## src/rtl/rpt_pkg.sv

```systemverilog
package rpt_pkg;

    // digits between separators
    localparam int GROUP_LEN = 3;

    localparam logic [7:0] CH_SPACE   = 8'h20;
    localparam logic [7:0] CH_COMMA   = 8'h2C;
    localparam logic [7:0] CH_CR      = 8'h0D;
    localparam logic [7:0] CH_LF      = 8'h0A;
    localparam logic [3:0] CH_DIG_HI  = 4'h3;

    typedef enum logic [1:0] {
        L_IDLE,
        L_ISSUE,
        L_FLUSH
    } line_state_t;

    typedef enum logic [1:0] {
        S_IDLE,
        S_START,
        S_DATA,
        S_STOP
    } ser_state_t;

    // digits + separators + CR + LF
    function automatic int line_len(input int ndig);
        return ndig + (ndig - 1) / GROUP_LEN + 2;
    endfunction

endpackage

```

## src/rtl/rpt_dd_conv.sv

```systemverilog
module rpt_dd_conv #(
    parameter int VAL_W = 30,
    parameter int NDIG  = 9
) (
    input  logic                  clk,
    input  logic                  rst_n,
    input  logic                  start,
    input  logic [VAL_W-1:0]      value,
    output logic [VAL_W:0]        busy,
    output logic                  done,
    output logic [NDIG-1:0][3:0]  digits
);

    logic [VAL_W-1:0]     work;
    logic [NDIG-1:0][3:0] acc;
    logic [NDIG-1:0][3:0] acc_nx;

    // one add-3-then-double step across all digits, next input bit enters at the bottom
    always_comb begin
        logic       carry;
        logic [3:0] adj;
        carry  = work[VAL_W-1];
        acc_nx = '0;
        for (int k = 0; k < NDIG; k++) begin
            if (acc[k] > 4'd9) begin
                adj = 4'd0;
            end else if (acc[k] > 4'd4) begin
                adj = acc[k] + 4'd3;
            end else begin
                adj = acc[k];
            end
            acc_nx[k] = {adj[2:0], carry};
            carry     = adj[3];
        end
    end

    always_ff @(posedge clk or negedge rst_n) begin
        if (!rst_n) begin
            busy   <= '0;
            work   <= '0;
            acc    <= '0;
            done   <= 1'b0;
            digits <= '0;
        end else begin
            done <= 1'b0;
            if (!busy[0]) begin
                if (start) begin
                    busy <= '1;
                    work <= value;
                    acc  <= '0;
                end
            end else begin
                busy <= busy >> 1;
                work <= work << 1;
                acc  <= acc_nx;
                if (!busy[1]) begin
                    digits <= acc;
                    done   <= 1'b1;
                end
            end
        end
    end

endmodule

```

## src/rtl/rpt_line_fmt.sv

```systemverilog
module rpt_line_fmt
    import rpt_pkg::*;
#(
    parameter  int NDIG  = 9,
    localparam int NCH   = line_len(NDIG),
    localparam int IDX_W = $clog2(NCH)
) (
    input  logic [NDIG-1:0][3:0] digits,
    input  logic [IDX_W-1:0]     idx,
    output logic [7:0]           ch
);

    logic [NDIG-1:0]      shown;
    logic [NCH-1:0][7:0]  text;

    // a digit is shown once any digit at or above it is nonzero; the lowest always is
    always_comb begin
        logic run;
        run   = 1'b0;
        shown = '0;
        for (int j = NDIG - 1; j >= 0; j--) begin
            run      = run | (|digits[j]) | (j == 0);
            shown[j] = run;
        end
    end

    for (genvar k = 0; k < NDIG; k++) begin : g_dig
        localparam int POS = (NDIG - 1 - k) + (NDIG - 1) / GROUP_LEN - k / GROUP_LEN;
        assign text[POS] = shown[k] ? {CH_DIG_HI, digits[k]} : CH_SPACE;
        if (k != 0 && (k % GROUP_LEN) == 0) begin : g_sep
            assign text[POS+1] = shown[k] ? CH_COMMA : CH_SPACE;
        end
    end

    assign text[NCH-2] = CH_CR;
    assign text[NCH-1] = CH_LF;

    assign ch = (idx < IDX_W'(NCH)) ? text[idx] : CH_SPACE;

endmodule

```

## src/rtl/rpt_uart_ser.sv

```systemverilog
module rpt_uart_ser
    import rpt_pkg::*;
#(
    parameter int CLKS_PER_BIT = 1666
) (
    input  logic       clk,
    input  logic       rst_n,
    input  logic [7:0] byte_in,
    input  logic       byte_vld,
    output logic       ready,
    output logic       txd
);

    localparam int            CW       = $clog2(CLKS_PER_BIT);
    localparam logic [CW-1:0] CNT_LAST = CW'(CLKS_PER_BIT - 1);

    ser_state_t    st, st_nx;
    logic [CW-1:0] cnt, cnt_nx;
    logic [2:0]    bitn, bitn_nx;
    logic [7:0]    sh, sh_nx;
    logic          tick;

    assign tick  = (cnt == CNT_LAST);
    assign ready = (st == S_IDLE);

    always_ff @(posedge clk or negedge rst_n) begin
        if (!rst_n) begin
            st <= S_IDLE;
        end else begin
            st <= st_nx;
        end
    end

    always_comb begin
        st_nx   = st;
        cnt_nx  = cnt;
        bitn_nx = bitn;
        sh_nx   = sh;
        unique case (st)
            S_IDLE: begin
                if (byte_vld) begin
                    st_nx  = S_START;
                    cnt_nx = '0;
                    sh_nx  = byte_in;
                end
            end
            S_START: begin
                if (tick) begin
                    st_nx   = S_DATA;
                    cnt_nx  = '0;
                    bitn_nx = '0;
                end else begin
                    cnt_nx = cnt + 1'b1;
                end
            end
            S_DATA: begin
                if (tick) begin
                    cnt_nx = '0;
                    sh_nx  = {1'b0, sh[7:1]};
                    if (bitn == 3'd7) begin
                        st_nx = S_STOP;
                    end else begin
                        bitn_nx = bitn + 1'b1;
                    end
                end else begin
                    cnt_nx = cnt + 1'b1;
                end
            end
            S_STOP: begin
                if (tick) begin
                    st_nx  = S_IDLE;
                    cnt_nx = '0;
                end else begin
                    cnt_nx = cnt + 1'b1;
                end
            end
        endcase
    end

    // registered line level follows the state being entered
    always_ff @(posedge clk or negedge rst_n) begin
        if (!rst_n) begin
            cnt  <= '0;
            bitn <= '0;
            sh   <= '0;
            txd  <= 1'b1;
        end else begin
            cnt  <= cnt_nx;
            bitn <= bitn_nx;
            sh   <= sh_nx;
            unique case (st_nx)
                S_START: txd <= 1'b0;
                S_DATA:  txd <= sh_nx[0];
                S_IDLE,
                S_STOP:  txd <= 1'b1;
            endcase
        end
    end

endmodule

```

## src/rtl/count_rpt.sv

```systemverilog
module count_rpt
    import rpt_pkg::*;
#(
    parameter int VAL_W  = 30,
    parameter int NDIG   = 9,
    parameter int CLK_HZ = 32000000,
    parameter int BAUD   = 19200
) (
    input  logic             clk,
    input  logic             rst_n,
    input  logic [VAL_W-1:0] total_in,
    input  logic             total_vld,
    output logic             txd
);

    localparam int CLKS_PER_BIT = CLK_HZ / BAUD;
    localparam int NCH          = line_len(NDIG);
    localparam int IDX_W        = $clog2(NCH);
    localparam logic [IDX_W-1:0] IDX_LAST = IDX_W'(NCH - 1);

    logic [VAL_W:0]       conv_busy;
    logic                 conv_done;
    logic [NDIG-1:0][3:0] conv_digits;
    logic [NDIG-1:0][3:0] line_digits;
    logic [IDX_W-1:0]     char_idx;
    logic [7:0]           cur_char;
    logic                 ser_ready;
    logic                 byte_vld;
    line_state_t          ln_st, ln_nx;

    rpt_dd_conv #(
        .VAL_W (VAL_W),
        .NDIG  (NDIG)
    ) u_conv (
        .clk    (clk),
        .rst_n  (rst_n),
        .start  (total_vld),
        .value  (total_in),
        .busy   (conv_busy),
        .done   (conv_done),
        .digits (conv_digits)
    );

    rpt_line_fmt #(
        .NDIG (NDIG)
    ) u_fmt (
        .digits (line_digits),
        .idx    (char_idx),
        .ch     (cur_char)
    );

    rpt_uart_ser #(
        .CLKS_PER_BIT (CLKS_PER_BIT)
    ) u_ser (
        .clk      (clk),
        .rst_n    (rst_n),
        .byte_in  (cur_char),
        .byte_vld (byte_vld),
        .ready    (ser_ready),
        .txd      (txd)
    );

    // line sequencer: state register
    always_ff @(posedge clk or negedge rst_n) begin
        if (!rst_n) begin
            ln_st <= L_IDLE;
        end else begin
            ln_st <= ln_nx;
        end
    end

    always_comb begin
        ln_nx = ln_st;
        unique case (ln_st)
            L_IDLE: begin
                if (conv_done) begin
                    ln_nx = L_ISSUE;
                end
            end
            L_ISSUE: begin
                if (ser_ready && char_idx == IDX_LAST) begin
                    ln_nx = L_FLUSH;
                end
            end
            L_FLUSH: begin
                if (ser_ready) begin
                    ln_nx = L_IDLE;
                end
            end
            default: ln_nx = L_IDLE;
        endcase
    end

    assign byte_vld = (ln_st == L_ISSUE) && ser_ready;

    // line sequencer: outputs (digit copy and character index)
    always_ff @(posedge clk or negedge rst_n) begin
        if (!rst_n) begin
            line_digits <= '0;
            char_idx    <= '0;
        end else begin
            unique case (ln_st)
                L_IDLE: begin
                    if (conv_done) begin
                        line_digits <= conv_digits;
                        char_idx    <= '0;
                    end
                end
                L_ISSUE: begin
                    if (ser_ready && char_idx != IDX_LAST) begin
                        char_idx <= char_idx + 1'b1;
                    end
                end
                L_FLUSH: begin
                end
                default: begin
                end
            endcase
        end
    end

endmodule

```

## config.mk

```make
export PLATFORM = sky130hd
export DESIGN_NAME = count_rpt
export DESIGN_NICKNAME = d
export VERILOG_FILES = /design/src/rtl/rpt_pkg.sv /design/src/rtl/rpt_dd_conv.sv /design/src/rtl/rpt_line_fmt.sv /design/src/rtl/rpt_uart_ser.sv /design/src/rtl/count_rpt.sv
export SDC_FILE = /design/constraint.sdc
export NUM_CORES = 1
export LEC_CHECK = 0
export CAP_MARGIN = 20
export CORE_MARGIN = 2
export CORE_UTILIZATION = 60
export CTS_BUF_LIST = sky130_fd_sc_hd__clkbuf_2 sky130_fd_sc_hd__clkbuf_4 sky130_fd_sc_hd__clkbuf_8
export CTS_CLUSTER_SIZE = 28
export DETAILED_ROUTE_END_ITERATION = 12
export HOLD_SLACK_MARGIN = 0.1
export PLACE_DENSITY = 0.78
export REMOVE_ABC_BUFFERS = 1
export SYNTH_ARGS = -nofsm -noshare
export SYNTH_HDL_FRONTEND = slang
export SYNTH_SLANG_ARGS = --single-unit
```

## constraint.sdc

```tcl
create_clock -name clk -period 4.8 [get_ports clk]
set_clock_uncertainty 0.05 [all_clocks]
set_input_delay 0.72 -clock clk [delete_from_list [all_inputs] [get_ports clk]]
set_output_delay 0.72 -clock clk [all_outputs]
set_load 0.005 [all_outputs]
```

==> results.md, run 1 <==
* Total die area at 16700 sq um
* Footprint of the multi-input gates at 4030 sq um
* Routed length per instance at 13.6 um
* Slew @ Worst Pin at 1.03 ns
* Synth Instances at 1016
* Clock Root Buffer: clkbuf_8
* Initial DRC count at 519
* Clock transition at path regs at 0.10 ns
* Setup WS pre-CTS at 2.25 ns
* Distinct cell type count after synthesis at 56
* WP data arrival at 2.94 ns
* Fin. max-slew vios at 0
* Top cells by count, synth: 289 x nand2_1, 199 x dfrtp_1, 115 x o21ai_0
* Num rows at 45
* Post-layout min period at 2.59 ns
* Post-Route Setup TNS at 0 ns
* Post-synth ARST share at 1.00
* Final nets at 1083
* Yosys top cell area share at 0.529
* H-tree lvl count at 4
* Pin count of the biggest net entering global routing at 127
* Die Ht at 129 um
* CTS buffer count at 17
* CP bufs+invs at 0
* Power Density at 570 nW/um^2
* Final wirelength at 17000 um
* DR pass1 iterations at 5
* GRT Util Overall at 0.227
* Crit path cell chain: ha_1, and4bb_2, and3_2, nand2_1, or3b_2, ha_1, o41a_1
* Buffers on Ports at 33
* Seq/Total Area, Yosys at 0.532
* Yosys reg bits at 200
* CTS tree: done
* Area Overhead vs Synth at 9.80%
* # DRC at 0
* Post-CTS sizing at 0
* Initial antenna violation count at 0
* Clk Latency, worst-skew pair at 0.48 ns
* CTS Buffer Depth at 2
* Crit path max fanout at 5
* Fmax at 386 MHz
* Largest area contributor in the netlist: dfrtp_1
* Worst path top cell family by delay: simple AND/OR/NAND/NOR gates
* Slowest-stage cell, CP: or3b_2
* Reg2Reg Depth at 7
* Hold crit path type: in -> async
* Ranking of synthesized cells by area: dfrtp_1 53%, nand2_1 12%, o21ai_0 6.1%
* CP Capture Type: flip-flop
* Gpl congestion at 0.866
* Post-synth top flop: dfrtp_1
* Fin worst setup slack at 2.21 ns
* Setup-failing EPs final at 0
* Setup bufs post-CTS at 0
* Hold-fix buffers, CTS at 0
* Status: complete, no violations
* CP Depth at 7
* Ys Warns at 0
* HPWL after DPL at 11100 um
* Non-Filler Instances at 1246
* Top-count cell post-synth: nand2_1
* Share of layout cells above drive strength 1 at 0.0599
* Vias in the first global route at 6754
* Worst VDD drop at 0.000333 V
* Internal power at 0.00367 W
* Grt total ovfl at 0
* Worst EP required at 5.14 ns
* Slew headroom at 0.313
* Combinational Power Share at 0.311
* Reg area at 5010 sq um
* Core Region at 15300 sq um
* Die X at 129 um
* Initial core utilization at 0.616
* Post-route clock period utilization at 0.540
* Max-cap violation count at 0
* # IOs at 34
* Routed Antenna Nets at 0
* Final core utilization at 0.677
* Leakage power at 4.93 nW
* Sw power at 0.00222 W
* Post-synth EDFFs at 0
* First-pass GRT wire length at 30900 um
* RSZ-0062 raised after global routing: no
* Clock power share at 0.210
* Sequential fraction of design power at 0.479
* DP Cell Count at 1213
* Vias at 6878
* Clk sinks at 200
* Startpoint Class: flip-flop
* Total power at 0.00589 W
* Syn_area_per_cell at 9.26 sq um
* Cell mode on critical path: ha_1
* Ant. Diodes at 0
* Cell area after synthesis at 9410 sq um
* FILL cells at 1208
* Final hold viol count at 0
* Max incr delay on CP at 0.47 ns
* Net Sw Frac at 0.376
* Setup CP Type: reg -> reg
* Via-to-Cell Ratio at 5.52
==> cell families (layout without fill, tap and decap cells) <==
group,count (synthesis),count (layout),synth area share
and+or+nand+nor,412,412,0.183
muxes,44,44,0.0525
xor gates and xnor gates,13,13,0.0121
buffers and inverters,95,114,0.0398
DFF,200,200,0.532
adders and majority gates,28,28,0.0372
AOI/OAI and AO/OA,224,224,0.143
==> flip-flops by register name, summed over array words and instances (netlist names) <==
| register | cells |
|---|---|
| line_digits | 36 |
| u_conv.acc | 36 |
| u_conv.digits | 36 |
| u_conv.busy | 31 |
| u_conv.work | 30 |
| u_ser.cnt | 11 |
| u_ser.sh | 7 |
| char_idx | 4 |
| u_ser.bitn | 3 |
| ln_st | 2 |
| u_ser.st | 2 |
| u_conv.done | 1 |
| u_ser.txd | 1 |
==> per-layer routing <==
metal  track usage  vias up  routed length [um]
li1              -     3463                   -
met1         0.318     3290                8370
met2         0.363      106                7850
met3        0.0471       19                 575
met4        0.0633        0                 206
met5             0        -                   0
==> worst register-to-register path: cells and delay by family, from the launching register on <==
kind | cells | cell delay (ns)
AND/OR/NAND/NOR | 4 | 1.07
adder cells (fa/ha/maj) | 2 | 0.55
flip-flops | 1 | 0.44
AO/OA/AOI/OAI | 1 | 0.43
==> worst paths after layout <==
kind	start	to	slack, ns
setup / recovery	u_ser.cnt[0]	u_ser.txd	2.21
hold / removal	rst_n	u_conv.digits[3]	0.31
setup reg to reg	u_ser.cnt[0]	u_ser.txd	2.21
hold reg to reg	u_conv.digits[0]	line_digits[0]	0.42
max in group asynchronous	rst_n	u_conv.work[4]	3.45
min in group clk	u_conv.digits[0]	line_digits[0]	0.42
==> final cells by class <==
cell class	instances	share of cell area
Inverter	41	0.0149
Clock inverter	15	0.0228
Multi-Input combinational cell	721	0.390
Clock buffer	17	0.0227
Sequential cell	200	0.485
Tap cell	211	0.0256
Timing Repair Buffer	41	0.0392
==> stage by stage <==
stage	cell area (sq um)	hold WS, ns
2_1_floorplan	9190	0.374
3_3_place_gp	9850	0.399
6_report	10300	0.310
4_1_cts	10300	0.351
5_1_grt	10300	0.390
3_5_place_dp	9850	0.402
==> cells in the final DEF (no fill, tap or decap), types with 5 or more instances in the layout <==
| master | count |
|---|---|
| nand2_1 | 289 |
| dfrtp_1 | 198 |
| o21ai_0 | 115 |
| nor2_1 | 66 |
| inv_1 | 40 |
| mux2i_1 | 37 |
| clkdlybuf4s50_1 | 31 |
| ha_1 | 28 |
| a21oi_1 | 22 |
| o22ai_1 | 18 |
| clkbuf_8 | 18 |
| o31ai_1 | 17 |
| xnor2_1 | 13 |
| nand3_1 | 13 |
| a31oi_1 | 13 |
| nor4_1 | 8 |
| o2bb2ai_1 | 8 |
| nor2b_1 | 6 |
| nand2b_1 | 6 |
| a22o_1 | 6 |
| buf_4 | 6 |
| bufinv_16 | 5 |
| inv_6 | 5 |
==> power by group through the flow <==
stage	Sequential [W]	Clock, W	Combinational [W]
global route	0.00292	0.00134	0.00217
floorplan	0.00278	0	0.00134
finish	0.00282	0.00124	0.00183
detailed placement	0.00284	0	0.00184
global placement	0.00283	0	0.00177
CTS	0.00282	0.00126	0.00185
(Power assumes the default switching activity.)
==> run 2: changes to the inputs <==
==> constraint.sdc (replaced) <==
create_clock -name clk -period 2.7 [get_ports clk]
set_clock_uncertainty 0.05 [all_clocks]
set_input_delay 0.405 -clock clk [delete_from_list [all_inputs] [get_ports clk]]
set_output_delay 0.405 -clock clk [all_outputs]
set_load 0.005 [all_outputs]
==> run 2 against run 1 <==
Compared with the run above: maximum frequency grew 0.97%; cell area increased by 0.52%; first-iteration DRC count down 3.3%; register-to-register slack worse by 2.1 ns; critical endpoint unchanged.
==> results.md, run 2 (synthesis gave the netlist of run 1 again) <==
* Final wirelength at 17700 um (+4.0%)
* GR peak layer: met2
* Vias in the first global route at 6655 (-1.5%)
* Final core utilization at 0.680 (+0.00353)
* Slew headroom at 0.508 (+0.195)
* Worst VDD drop at 0.000620 V (+86%)
* H-tree lvl count at 4 (unchanged)
* Initial DRC count at 502 (-3.3%)
* Clk sinks at 200 (unchanged)
* Die X at 129 um (unchanged)
* # DRC at 0 (unchanged)
* Via-to-Cell Ratio at 5.54 (+0.44%)
* CTS tree: done
* Routed Antenna Nets at 0 (unchanged)
* Status: complete, no violations
* Most frequent cells in the layout: 289 x nand2_1, 198 x dfrtp_1, 115 x o21ai_0
* HPWL after DPL at 11900 um (+7.3%)
* CTS Buffer Depth at 2 (unchanged)
* Setup-failing EPs final at 0 (unchanged)
* GRT Util Overall at 0.228 (+0.00152)
* Startpoint Class: flip-flop
* Die Ht at 129 um (unchanged)
* Grt total ovfl at 0 (unchanged)
* Initial core utilization at 0.616 (unchanged)
* Ant. Diodes at 0 (unchanged)
* Leakage power at 4.95 nW (+0.45%)
* Total die area at 16700 sq um (unchanged)
* Post-layout min period at 2.57 ns (-0.0249 ns)
* # IOs at 34 (unchanged)
* Slew @ Worst Pin at 0.738 ns (-0.293 ns)
* Top Registers: line_digits (36), u_conv.acc (36), u_conv.digits (36)
* Area Overhead vs Synth at 10.4%
* Met3 Usage GRT at 0.0512 (+0.00413)
* Crit path max fanout at 5 (unchanged)
* Post-route clock period utilization at 0.951 (+0.411)
* Total power at 0.0104 W (+77%)
* Commonest non-fill, non-tap cell in the layout: nand2_1
* Final nets at 1092 (+0.83%)
* Pin count of the biggest net entering global routing at 109 (-14%)
* Final Cell Area at 10400 sq um (+0.52%)
* Final hold viol count at 0 (unchanged)
* M1 GR Usage at 0.328 (+0.0104)
* Routed length per instance at 14.1 um (+3.3%)
* Vias at 6958 (+1.2%)
* Clock Root Buffer: clkbuf_8
* Gpl congestion at 0.893 (+3.1%)
* Post-DP Area at 9940 sq um (+0.94%)
* Core Region at 15300 sq um (unchanged)
* DR pass1 iterations at 5 (unchanged)
* WP data arrival at 2.90 ns (-0.04 ns)
* CP Capture Type: flip-flop
* RSZ-0062 raised after global routing: no
* Clock transition at path regs at 0.11 ns (about the same)
* Fmax at 389 MHz (+0.97%)
* Power Density at 1000 nW/um^2 (+76%)
* Initial antenna violation count at 0 (unchanged)
* Hold crit path type: in -> reg
* First-pass GRT wire length at 31000 um (+0.40%)
* Clk Latency, worst-skew pair at 0.46 ns (-0.02 ns)
* Max-cap violation count at 0 (unchanged)
* CTS buffer count at 17 (unchanged)
* Setup bufs post-CTS at 0 (unchanged)
* Worst EP required at 3.03 ns (-2.11 ns)
* Setup CP Type: reg -> reg
* Buffers on Ports at 33 (unchanged)
* Share of layout cells above drive strength 1 at 0.0670 (+0.00715)
* R2R setup slack at 0.13 ns (-2.08 ns)
* Fin. max-slew vios at 0 (unchanged)
* Min Hold Slack at 0.385 ns (+0.0744 ns)
* GR Util met2 at 0.359 (-0.00433)
* Num rows at 45 (unchanged)
[run 2: cell type report]
type | count | area, sq um
Sequential cell | 200 | 5010
Fill cell | 1182 | 4880
Multi-Input combinational cell | 721 | 4030
Timing Repair Buffer | 50 | 497
Tap cell | 211 | 264
Clock buffer | 18 | 241
Clock inverter | 14 | 186
Inverter | 41 | 154
[run 2: final timing paths]
path | start | to | depth (start not counted)
setup / recovery | u_ser.cnt[1] | u_ser.txd | 8
hold / removal | total_vld | u_conv.busy[0] | 4
setup reg to reg | u_ser.cnt[1] | u_ser.txd | 8
hold reg to reg | u_conv.digits[16] | line_digits[16] | 2
max in group asynchronous | rst_n | u_conv.digits[15] | 3
min in group asynchronous | rst_n | u_conv.digits[2] | 2
[run 2: per-stage QoR]
step | cells | TNS (ns) | setup WS (ns)
after global routing | 1255 | 0 | 0.0202
final | 1255 | 0 | 0.132
after detailed placement | 1222 | 0 | 0.111
after floorplan | 962 | -55.36 | -1.49
after global placement | 1222 | 0 | 0.198
after CTS | 1255 | 0 | 0.0831
[run 2: where the power goes]
group | internal [W] | switching (W) | total [W] | leakage (nW)
Combinational | 0.00131 | 0.00201 | 0.00332 | 2.14
Sequential | 0.00413 | 0.000913 | 0.00505 | 2.61
Clock | 0.000952 | 0.00108 | 0.00203 | 0.204
[run 2: layer usage]
layer  part of all wire  vias to the layer above
met3              0.028                       14
met5                  0                        -
li1                   -                     3468
met4             0.0080                        0
met2               0.48                       98
met1               0.48                     3378
[run 2: critical path, stage by stage (launching register included)]
cell and delay (ns):
dfrtp_1 0.42, inv_1 0.07, ha_1 0.14, and4bb_2 0.27, and3_4 0.22, a21boi_0 0.07, or3b_2 0.49, ha_1 0.33
o41a_1 0.43
[run 2: repair_timing]
item | CTS | global route
hold buffers | 1 | 0
hold endpoints to repair | 66 | 0
gates resized for setup | 0 | 1
endpoints found under the setup margin | 0 | 1
==> run 3: changes to the inputs <==
--- a/config.mk
+++ b/config.mk
@@ -6,6 +6,7 @@
 export NUM_CORES = 1
 export LEC_CHECK = 0
 export CAP_MARGIN = 20
+export CORE_ASPECT_RATIO = 1.4
 export CORE_MARGIN = 2
 export CORE_UTILIZATION = 60
 export CTS_BUF_LIST = sky130_fd_sc_hd__clkbuf_2 sky130_fd_sc_hd__clkbuf_4 sky130_fd_sc_hd__clkbuf_8
==> run 3 against run 2 <==
Compared with the run above: clock power about the same; wire length decreased by 0.28%; utilization decreased by 1.2 points; sequential share of layout area increased by 0.15 points; global-route usage increased by 0.19 points; highest routed layer unchanged; total power decreased by 0.84%; sequential power about the same; setup slack got worse by 0.017 ns; combinational power decreased by 2%; largest cell class unchanged; cell area decreased by 0.31%; worst hold slack got worse by 0.053 ns.
==> results.md, run 3 (synthesis gave the netlist of run 1 again) <==
* Commonest non-fill, non-tap cell in the layout: nand2_1
* Fmax at 387 MHz (-0.66%)
* H-tree lvl count at 4 (unchanged)
* Hold path depth at 3 (-1)
* Initial DRC count at 353 (-30%)
* Routed length per instance at 14.2 um (+1.0%)
* GRT Util Overall at 0.230 (+0.00193)
* Die Ht at 152 um (+18%)
* CTS buffer count at 17 (unchanged)
* Post-DP Area at 9910 sq um (-0.26%)
* Hold crit path type: in -> reg
* # IOs at 34 (unchanged)
* WP data arrival at 2.94 ns (+0.04 ns)
* Crit path from: u_ser.cnt[0]
* Final Cell Area at 10300 sq um (-0.31%)
* Area Overhead vs Synth at 10.0%
* Reg area at 5010 sq um (unchanged)
* Critical R2R Capture: u_ser.txd
* Reg2Reg Depth at 7 (-1)
* Startpoint Class: flip-flop
* RSZ-0062 raised after global routing: no
* Pin count of the biggest net entering global routing at 77 (-29%)
* CTS tree: done
* Total die area at 16700 sq um (about the same)
* Die X at 110 um (-15%)
* Hold path startpoint: total_vld
* Ant. Diodes at 0 (unchanged)
* Slew @ Worst Pin at 0.730 ns (-0.00779 ns)
* Clock transition at path regs at 0.10 ns (about the same)
* Max incr delay on CP at 0.48 ns (about the same)
* CP Capture Type: flip-flop
* Clk sinks at 200 (unchanged)
* Post-route clock period utilization at 0.957 (+0.00635)
* Max-cap violation count at 0 (unchanged)
* Vias at 6944 (-0.20%)
* R2R setup slack at 0.11 ns (-0.02 ns)
* Crit path max fanout at 5 (unchanged)
* FILL cells at 1253 (+6.0%)
* Vias in the first global route at 6769 (+1.7%)
* Final wirelength at 17600 um (-0.28%)
* Initial core utilization at 0.608 (-0.00852)
* Post-CTS sizing at 0 (unchanged)
* Status: complete, no violations
* First-pass GRT wire length at 31000 um (-0.27%)
* Buffers on Ports at 33 (unchanged)
* Core Region at 15500 sq um (+1.4%)
* Footprint of the multi-input gates at 4030 sq um (about the same)
* Share of layout cells above drive strength 1 at 0.0662 (-0.000894)
* Num rows at 54 (+20%)
* HPWL after DPL at 12100 um (+1.6%)
* Final nets at 1091 (-0.092%)
* Setup CP Type: reg -> reg
* Worst EP required at 3.05 ns (+0.02 ns)
* Initial antenna violation count at 0 (unchanged)
* Most frequent cells in the layout: 289 x nand2_1, 198 x dfrtp_1, 115 x o21ai_0
* Clk Latency, worst-skew pair at 0.47 ns (about the same)
* Power Density at 997 nW/um^2 (-0.53%)
* Post-layout min period at 2.59 ns (+0.0171 ns)
* CP Capture Point: u_ser.txd
* Routed Antenna Nets at 0 (unchanged)
* DR pass1 iterations at 5 (unchanged)
* Setup-failing EPs final at 0 (unchanged)
* Cell mode on critical path: ha_1
* Top Registers: line_digits (36), u_conv.acc (36), u_conv.digits (36)
* Worst VDD drop at 0.000595 V (-4.0%)
* Clock Root Buffer: clkbuf_8
* Crit path cell chain: ha_1, and4bb_2, and3_2, nand2_1, or3b_2, ha_1, o41a_1
* CTS Buffer Depth at 2 (unchanged)
* Reg-to-Reg Start: u_ser.cnt[0]
* # DRC at 0 (unchanged)
* Post-Route Setup TNS at 0 ns (unchanged)
* Slowest-stage cell, CP: or3b_2
* Fin. max-slew vios at 0 (unchanged)
* Gpl congestion at 0.905 (+1.3%)
* Grt total ovfl at 0 (unchanged)
* Leakage power at 4.94 nW (-0.12%)
* Final hold viol count at 0 (unchanged)
* Slew headroom at 0.513 (+0.00520)
* Via-to-Cell Ratio at 5.60 (+1.1%)
==> run 3: cell count changes in the layout (fill, tap and decap cells not counted) <==
| cell | previous run | this run |
|---|---|---|
| and3_2 | 2 | 3 |
| and3_4 | 2 | 1 |
| buf_4 | 13 | 12 |
| clkbuf_4 | 1 | 0 |
| clkinv_2 | 0 | 1 |
| clkinv_4 | 1 | 2 |
| inv_6 | 4 | 3 |
==> run 3: repair_timing <==
item                                   CTS  global route
setup buffers                            0             0
setup endpoints to repair                0             0
endpoints found under the hold margin   71             0
hold buffers                             1             0
==> run 3: worst min-delay path by stage <==
| stage | slack (ns) | endpoint |
|---|---|---|
| after global routing | 0.34 | u_conv.busy[4] |
| after floorplan | 0.06 | char_idx[0] |
| after global placement | 0.40 | line_digits[11] |
| final | 0.33 | u_conv.busy[8] |
| after detailed placement | 0.40 | line_digits[9] |
| after CTS | 0.31 | u_conv.busy[4] |
==> run 3: power breakdown <==
part | total [W] | internal [W] | switching (W)
registers | 0.00505 | 0.00413 | 0.000914
clock network | 0.00202 | 0.000936 | 0.00109
logic | 0.00325 | 0.00128 | 0.00197
==> run 3: layout make-up <==
type | instances | area share
clock buffers | 17 | 0.0226
clock inverters | 15 | 0.0185
inverters | 41 | 0.0149
multi-input cells | 721 | 0.389
flip-flops and latches | 200 | 0.484
well taps | 196 | 0.0237
repair buffers | 49 | 0.0473
==> run 3: per-stage QoR <==
stage / util / instances / hold slack, ns / total power [W] / setup WS (ns)
6_report: 0.669 / 1239 / 0.331 / 0.0103 / 0.115
5_1_grt: 0.669 / 1239 / 0.345 / 0.0112 / 0.00704
4_1_cts: 0.669 / 1239 / 0.314 / 0.0104 / 0.104
3_5_place_dp: 0.641 / 1206 / 0.399 / 0.00837 / 0.122
3_3_place_gp: 0.641 / 1206 / 0.396 / 0.00822 / 0.197
2_1_floorplan: - / 962 / 0.0594 / 0.00733 / -1.49
==> run 3: worst max-delay path, delay by kind of cell (launching register included) <==
kind                       cells  cell delay [ns]
AOI/OAI and AO/OA              1             0.42
adders and majority gates      2             0.55
and+or+nand+nor                4             1.07
DFF                            1             0.43
==> run 3: layer usage <==
metal | share of wire | global-route usage | wire (um) | vias up
li1 | - | - | - | 3470
met1 | 0.43 | 0.296 | 7630 | 3354
met2 | 0.52 | 0.389 | 9240 | 102
met3 | 0.031 | 0.0492 | 546 | 18
met4 | 0.013 | 0.0705 | 229 | 0
met5 | 0 | 0 | 0 | -
